<file path="src/rtl/mmap_pkg.sv">
package mmap_pkg;
  localparam int NREG = 10;
  localparam int RG_ROM0 = 0;
  localparam int RG_ROMX = 1;
  localparam int RG_VRAM = 2;
  localparam int RG_XRAM = 3;
  localparam int RG_CLK  = 4;
  localparam int RG_WRAM = 5;
  localparam int RG_OAM  = 6;
  localparam int RG_IO   = 7;
  localparam int RG_HRAM = 8;
  localparam int RG_IE   = 9;

  typedef enum logic [1:0] {
    RK_FILL = 2'd0,
    RK_MEM  = 2'd1,
    RK_IO   = 2'd2
  } rkind_e;
endpackage

</file>
<file path="src/rtl/mmap_region_dec.sv">
module mmap_region_dec
  import mmap_pkg::*;
(
  input  logic [15:0]     addr_i,
  input  logic            ram_en_i,
  input  logic            clk_swap_i,
  output logic [NREG-1:0] hit_o,
  output logic [15:0]     eff_addr_o
);
  logic echo;

  // echo window folds onto work RAM
  assign echo       = (addr_i >= 16'hE000) && (addr_i < 16'hFE00);
  assign eff_addr_o = echo ? (addr_i & 16'hDFFF) : addr_i;

  always_comb begin
    hit_o = '0;
    if (!eff_addr_o[15]) begin
      if (eff_addr_o[14]) hit_o[RG_ROMX] = 1'b1;
      else                hit_o[RG_ROM0] = 1'b1;
    end else begin
      case (eff_addr_o[15:13])
        3'b100: hit_o[RG_VRAM] = 1'b1;
        3'b101: begin
          if (ram_en_i) begin
            if (clk_swap_i) hit_o[RG_CLK]  = 1'b1;
            else            hit_o[RG_XRAM] = 1'b1;
          end
        end
        3'b110: hit_o[RG_WRAM] = 1'b1;
        default: begin
          if (eff_addr_o[15:8] == 8'hFE) begin
            if (eff_addr_o[7:0] < 8'hA0) hit_o[RG_OAM] = 1'b1;
          end else if (!eff_addr_o[7]) begin
            hit_o[RG_IO] = 1'b1;
          end else if (eff_addr_o[6:0] != 7'h7F) begin
            hit_o[RG_HRAM] = 1'b1;
          end else begin
            hit_o[RG_IE] = 1'b1;
          end
        end
      endcase
    end
  end
endmodule

</file>
<file path="src/rtl/mmap_bank_sel.sv">
module mmap_bank_sel
  import mmap_pkg::*;
#(
  parameter int ROM_BANK_W = 9,
  parameter int RAM_BANK_W = 4,
  parameter int WSEL_W     = 3,
  parameter int BANK_W     = 9,
  parameter int OFF_W      = 14
) (
  input  logic [NREG-1:0]       hit_i,
  input  logic [15:0]           eff_addr_i,
  input  logic [ROM_BANK_W-1:0] rom_bank_i,
  input  logic [RAM_BANK_W-1:0] ram_bank_i,
  input  logic [2:0]            clk_reg_i,
  input  logic                  vram_bank_i,
  input  logic [WSEL_W-1:0]     wram_sel_i,
  output logic [BANK_W-1:0]     bank_o,
  output logic [OFF_W-1:0]      offset_o
);
  logic [WSEL_W-1:0] wram_hi_bank;

  // bank 0 is not reachable through the upper work-RAM window
  assign wram_hi_bank = (wram_sel_i == '0) ? WSEL_W'(1) : wram_sel_i;

  always_comb begin
    bank_o   = '0;
    offset_o = '0;
    if (hit_i[RG_ROM0]) begin
      offset_o = OFF_W'(eff_addr_i[13:0]);
    end
    if (hit_i[RG_ROMX]) begin
      bank_o   = BANK_W'(rom_bank_i);
      offset_o = OFF_W'(eff_addr_i[13:0]);
    end
    if (hit_i[RG_VRAM]) begin
      bank_o   = BANK_W'(vram_bank_i);
      offset_o = OFF_W'(eff_addr_i[12:0]);
    end
    if (hit_i[RG_XRAM]) begin
      bank_o   = BANK_W'(ram_bank_i);
      offset_o = OFF_W'(eff_addr_i[12:0]);
    end
    if (hit_i[RG_CLK]) begin
      offset_o = OFF_W'(clk_reg_i);
    end
    if (hit_i[RG_WRAM]) begin
      bank_o   = eff_addr_i[12] ? BANK_W'(wram_hi_bank) : '0;
      offset_o = OFF_W'(eff_addr_i[11:0]);
    end
    if (hit_i[RG_OAM] || hit_i[RG_IO]) begin
      offset_o = OFF_W'(eff_addr_i[7:0]);
    end
    if (hit_i[RG_HRAM]) begin
      offset_o = OFF_W'(eff_addr_i[6:0]);
    end
  end
endmodule

</file>
<file path="src/rtl/mmap_rdata_ret.sv">
module mmap_rdata_ret
  import mmap_pkg::*;
#(
  parameter int DATA_W = 8
) (
  input  logic              clk_i,
  input  logic              rst_ni,
  input  logic              rd_fire_i,
  input  rkind_e            kind_i,
  input  logic [DATA_W-1:0] mem_rdata_i,
  input  logic [DATA_W-1:0] io_rdata_i,
  output logic [DATA_W-1:0] rdata_o
);
  localparam logic [DATA_W-1:0] FILL = '1;

  rkind_e kind_q;

  always_ff @(posedge clk_i or negedge rst_ni) begin
    if (!rst_ni)        kind_q <= RK_FILL;
    else if (rd_fire_i) kind_q <= kind_i;
  end

  always_comb begin
    case (kind_q)
      RK_MEM:  rdata_o = mem_rdata_i;
      RK_IO:   rdata_o = io_rdata_i;
      default: rdata_o = FILL;
    endcase
  end


  fill_ret_chk: assert property (@(posedge clk_i) disable iff (!rst_ni)
    (rd_fire_i && kind_i == RK_FILL) |=> (rdata_o == FILL));


  io_ret_chk: assert property (@(posedge clk_i) disable iff (!rst_ni)
    (rd_fire_i && kind_i == RK_IO) |=> (rdata_o == io_rdata_i));
endmodule

</file>
<file path="src/rtl/mem_region_decoder.sv">
module mem_region_decoder
  import mmap_pkg::*;
#(
  parameter int ROM_BANK_W = 9,
  parameter int RAM_BANK_W = 4,
  parameter int WSEL_W     = 3,
  parameter int DATA_W     = 8,
  parameter int OFF_W      = 14
) (
  input  logic                   clk_i,
  input  logic                   rst_ni,
  input  logic                   req_i,
  input  logic                   we_i,
  input  logic [15:0]            addr_i,
  input  logic [ROM_BANK_W-1:0]  rom_bank_i,
  input  logic [RAM_BANK_W-1:0]  ram_bank_i,
  input  logic                   ram_en_i,
  input  logic [3:0]             clk_sel_i,
  input  logic [7:0]             vram_bank_i,
  input  logic [7:0]             wram_bank_i,
  input  logic [DATA_W-1:0]      mem_rdata_i,
  input  logic [DATA_W-1:0]      io_rdata_i,
  output logic [NREG-1:0]        region_o,
  output logic [ROM_BANK_W-1:0]  bank_o,
  output logic [OFF_W-1:0]       offset_o,
  output logic                   mem_we_o,
  output logic                   ctrl_we_o,
  output logic                   io_re_o,
  output logic                   io_we_o,
  output logic [DATA_W-1:0]      rdata_o
);
  localparam int BANK_W = ROM_BANK_W;

  logic [15:0] eff_addr;
  logic        rom_hit, io_hit, any_hit, mem_hit;
  logic        wr, rd;
  rkind_e      kind_d;

  mmap_region_dec i_dec (
    .addr_i     (addr_i),
    .ram_en_i   (ram_en_i),
    .clk_swap_i (clk_sel_i[3]),
    .hit_o      (region_o),
    .eff_addr_o (eff_addr)
  );

  mmap_bank_sel #(
    .ROM_BANK_W (ROM_BANK_W),
    .RAM_BANK_W (RAM_BANK_W),
    .WSEL_W     (WSEL_W),
    .BANK_W     (BANK_W),
    .OFF_W      (OFF_W)
  ) i_bank (
    .hit_i       (region_o),
    .eff_addr_i  (eff_addr),
    .rom_bank_i  (rom_bank_i),
    .ram_bank_i  (ram_bank_i),
    .clk_reg_i   (clk_sel_i[2:0]),
    .vram_bank_i (vram_bank_i[0]),
    .wram_sel_i  (wram_bank_i[WSEL_W-1:0]),
    .bank_o      (bank_o),
    .offset_o    (offset_o)
  );

  assign wr      = req_i & we_i;
  assign rd      = req_i & ~we_i;
  assign rom_hit = region_o[RG_ROM0] | region_o[RG_ROMX];
  assign io_hit  = region_o[RG_IO];
  assign any_hit = |region_o;
  assign mem_hit = any_hit & ~rom_hit & ~io_hit;

  assign ctrl_we_o = wr & rom_hit;
  assign mem_we_o  = wr & mem_hit;
  assign io_we_o   = wr & io_hit;
  assign io_re_o   = rd & io_hit;

  assign kind_d = io_hit ? RK_IO : (any_hit ? RK_MEM : RK_FILL);

  mmap_rdata_ret #(.DATA_W(DATA_W)) i_ret (
    .clk_i       (clk_i),
    .rst_ni      (rst_ni),
    .rd_fire_i   (rd),
    .kind_i      (kind_d),
    .mem_rdata_i (mem_rdata_i),
    .io_rdata_i  (io_rdata_i),
    .rdata_o     (rdata_o)
  );


  region_onehot_chk: assert property (@(posedge clk_i) disable iff (!rst_ni)
    $onehot0(region_o));


  ctrl_excl_chk: assert property (@(posedge clk_i) disable iff (!rst_ni)
    ctrl_we_o |-> (!mem_we_o && !io_we_o && !addr_i[15]));


  xram_off_chk: assert property (@(posedge clk_i) disable iff (!rst_ni)
    (addr_i[15:13] == 3'b101 && !ram_en_i) |-> (region_o == '0 && !mem_we_o));


  wram_hi_nz_chk: assert property (@(posedge clk_i) disable iff (!rst_ni)
    (region_o[RG_WRAM] && addr_i[12]) |-> (bank_o != '0));


  ie_chk: assert property (@(posedge clk_i) disable iff (!rst_ni)
    (addr_i == 16'hFFFF) |-> region_o[RG_IE]);


  io_strobe_chk: assert property (@(posedge clk_i) disable iff (!rst_ni)
    (io_re_o || io_we_o) |-> (addr_i[15:7] == 9'h1FE));
endmodule

</file>
<file path="config.mk">
export PLATFORM = sky130hd
export DESIGN_NAME = mem_region_decoder
export DESIGN_NICKNAME = d
export VERILOG_FILES = /design/src/rtl/mmap_pkg.sv /design/src/rtl/mmap_region_dec.sv /design/src/rtl/mmap_bank_sel.sv /design/src/rtl/mmap_rdata_ret.sv /design/src/rtl/mem_region_decoder.sv
export SDC_FILE = /design/constraint.sdc
export NUM_CORES = 1
export LEC_CHECK = 0
export ABC_AREA = 1
export BUFFER_PORTS_ARGS = -buffer_cell sky130_fd_sc_hd__buf_2
export CORE_MARGIN = 2
export CORE_UTILIZATION = 37
export CTS_BUF_LIST = sky130_fd_sc_hd__clkbuf_8
export CTS_CLUSTER_DIAMETER = 150
export DETAILED_ROUTE_END_ITERATION = 8
export PLACE_DENSITY_LB_ADDON = 0.2
export SLEW_MARGIN = 10
export SYNTH_ARGS = -nofsm -noshare
export SYNTH_HDL_FRONTEND = slang
export SYNTH_HIERARCHICAL = 1
export SYNTH_SLANG_ARGS = --single-unit
</file>
<file path="constraint.sdc">
create_clock -name clk_i -period 2.9 [get_ports clk_i]
set_input_delay 0.29 -clock clk_i [delete_from_list [all_inputs] [get_ports clk_i]]
set_output_delay 0.29 -clock clk_i [all_outputs]
set_load 0.01 [all_outputs]
</file>
==> impl_metrics.tcl <==
set metrics [dict create \
    final.setup.tns_ns 0 \
    dp_hpwl_um 2580 \
    finalNetCount 355 \
    root_buffer "clkbuf_8" \
    synth_warnings 6 \
    grt_pass1_wl_um 5220 \
    track_usage 0.201 \
    antenna_found_initial 0 \
    vdd_drop_max_mv 0.413 \
    pwr-share-clk 0.271 \
    hold_ws_ns 0.391 \
    critical_path_class "primary input to output pin" \
    reg_top3 "i_ret/kind_q: 2 flops" \
    drive_above_1_share 0.441 \
    instances_no_fill 311 \
    first_pass_iters 4 \
    internal-power_mw 0.232 \
    seqPwrFrac 0.082 \
    worst_slew_pin_slew_ns 0.673 \
    vias 1418 \
    syn_area_sq_um 980 \
    diodes 0 \
    switching_power_mw 0.172 \
    worstPathArrival_ns 1.76 \
    placed_cells 307 \
    slew_viol_final 0 \
    fin_crit_sh 0.706 \
    finalSetupViolations 0 \
    power.share.combinational 0.646 \
    clk_path_buf_depth 2 \
    startpoint_type "primary input" \
    die_h_um 55.5 \
    hold_class "primary input to asynchronous set/reset pin" \
    cts_hold_buf 1 \
    clk_latency_ns 0.21 \
    grt_pass1_vias 1237 \
    ctsHtreeMaxLevel 1 \
    drc_errors 0 \
    mostFrequentLayoutCells "buf_2, nand2_1, nor2_1, nand3_1, inv_1" \
    r2r_cells 2 \
    synthCells 189 \
    antenna_left 0 \
    core_area_sq_um 2500 \
    grt-ovfl-total 0 \
    vias_per_cell 4.56 \
    synth_fp_nets 261 \
    rsz0062_at_grt "false" \
    regArea_sq_um 50.0 \
    wl_per_cell_um 9.50 \
    dieArea_sq_um 3080 \
    port-buffer-count 102 \
    swShare 0.426 \
    p_leak_nw 0.917 \
    start_util 0.392 \
    area_delta_synth_final_pct 50.4 \
    period_minus_slack_ns 2.05 \
    critical_path_required_ns 2.61 \
    clkTransAtPathRegs_ns 0.03 \
    maxCapViolations 0 \
    max_slew_margin 0.548 \
    largest_register_ffs 2 \
    fmax_mhz 488 \
    cts_made_buffers 3 \
    wl_um 2960 \
    finalHoldViolCount 0 \
    gp_congestion 0.770 \
    end_kind "output pin" \
    status "completed" \
    cts_resized 0 \
    post-cts-setup-buffer-count 0 \
    largest_register "i_ret/kind_q" \
    tritoncts "yes" \
    row_count 18 \
    power_density_nw_per_um2 273 \
    syn_avg_cell_area_sq_um 5.18 \
    die_w_um 55.5 \
    final_common_cell "buf_2" \
    multiInputGateArea_sq_um 726 \
    crit_path_max_fanout 8 \
    dr.first_iter.drc_count 44 \
    finalClockSkew_ns 0 \
    grt_max_degree 10 \
    fill_cells 277 \
    pin_count 115 \
    cts.sinks 2 \
]
-- area by class of cell --
class / count / area share
well taps: 30 / 0.0255
clock buffers: 3 / 0.0280
repair buffers: 104 / 0.358
flip-flops and latches: 2 / 0.0340
multi-input cells: 148 / 0.492
inverters: 24 / 0.0620
-- worst paths after layout --
path / start / to / slack, ns
hold / removal: rst_ni / i_ret/kind_q[0]$_DFFE_PN0P_ / 0.39
hold reg to reg: i_ret/kind_q[0]$_DFFE_PN0P_ / i_ret/kind_q[0]$_DFFE_PN0P_ / 0.56
setup / recovery: addr_i[15] / offset_o[5] / 0.85
min in group clk_i: we_i / i_ret/kind_q[0]$_DFFE_PN0P_ / 0.43
max in group asynchronous: rst_ni / i_ret/kind_q[1]$_DFFE_PN0P_ / 2.41
setup reg to reg: i_ret/kind_q[1]$_DFFE_PN0P_ / i_ret/kind_q[1]$_DFFE_PN0P_ / 2.25
-- critical path, stage by stage --
cell,delay [ns]
buf_2,0.14
inv_1,0.10
nor3_1,0.53
nor2_4,0.14
nand2_2,0.11
nand2_4,0.08
a21boi_0,0.20
buf_2,0.16
-- layer usage --
layer  vias to the layer above  track usage  wire, um
met2                        55        0.349      1420
met3                         2       0.0328       217
met4                         0       0.0627        14
li1                        771            -         -
met1                       590        0.251      1300
met5                         -            0         0
-- power by group through the flow --
stage          Sequential, mW  Combinational, mW  Clock, mW
6_report               0.0332              0.260      0.109
5_1_grt                0.0338              0.297      0.118
4_1_cts                0.0333              0.264      0.112
3_5_place_dp           0.0336              0.262          0
3_3_place_gp           0.0335              0.261          0
2_1_floorplan          0.0332              0.160          0
-- per-stage QoR --
stage          setup slack [ns]  cell area, sq um  total power [mW]   util
6_report                  0.852              1470             0.403  0.590
5_1_grt                   0.632              1470             0.449  0.590
4_1_cts                   0.839              1470             0.409  0.590
3_5_place_dp              0.845              1420             0.295  0.569
3_3_place_gp              0.849              1420             0.294  0.569
2_1_floorplan             0.826               980             0.193      -
Power figures use the tool's default switching activity.
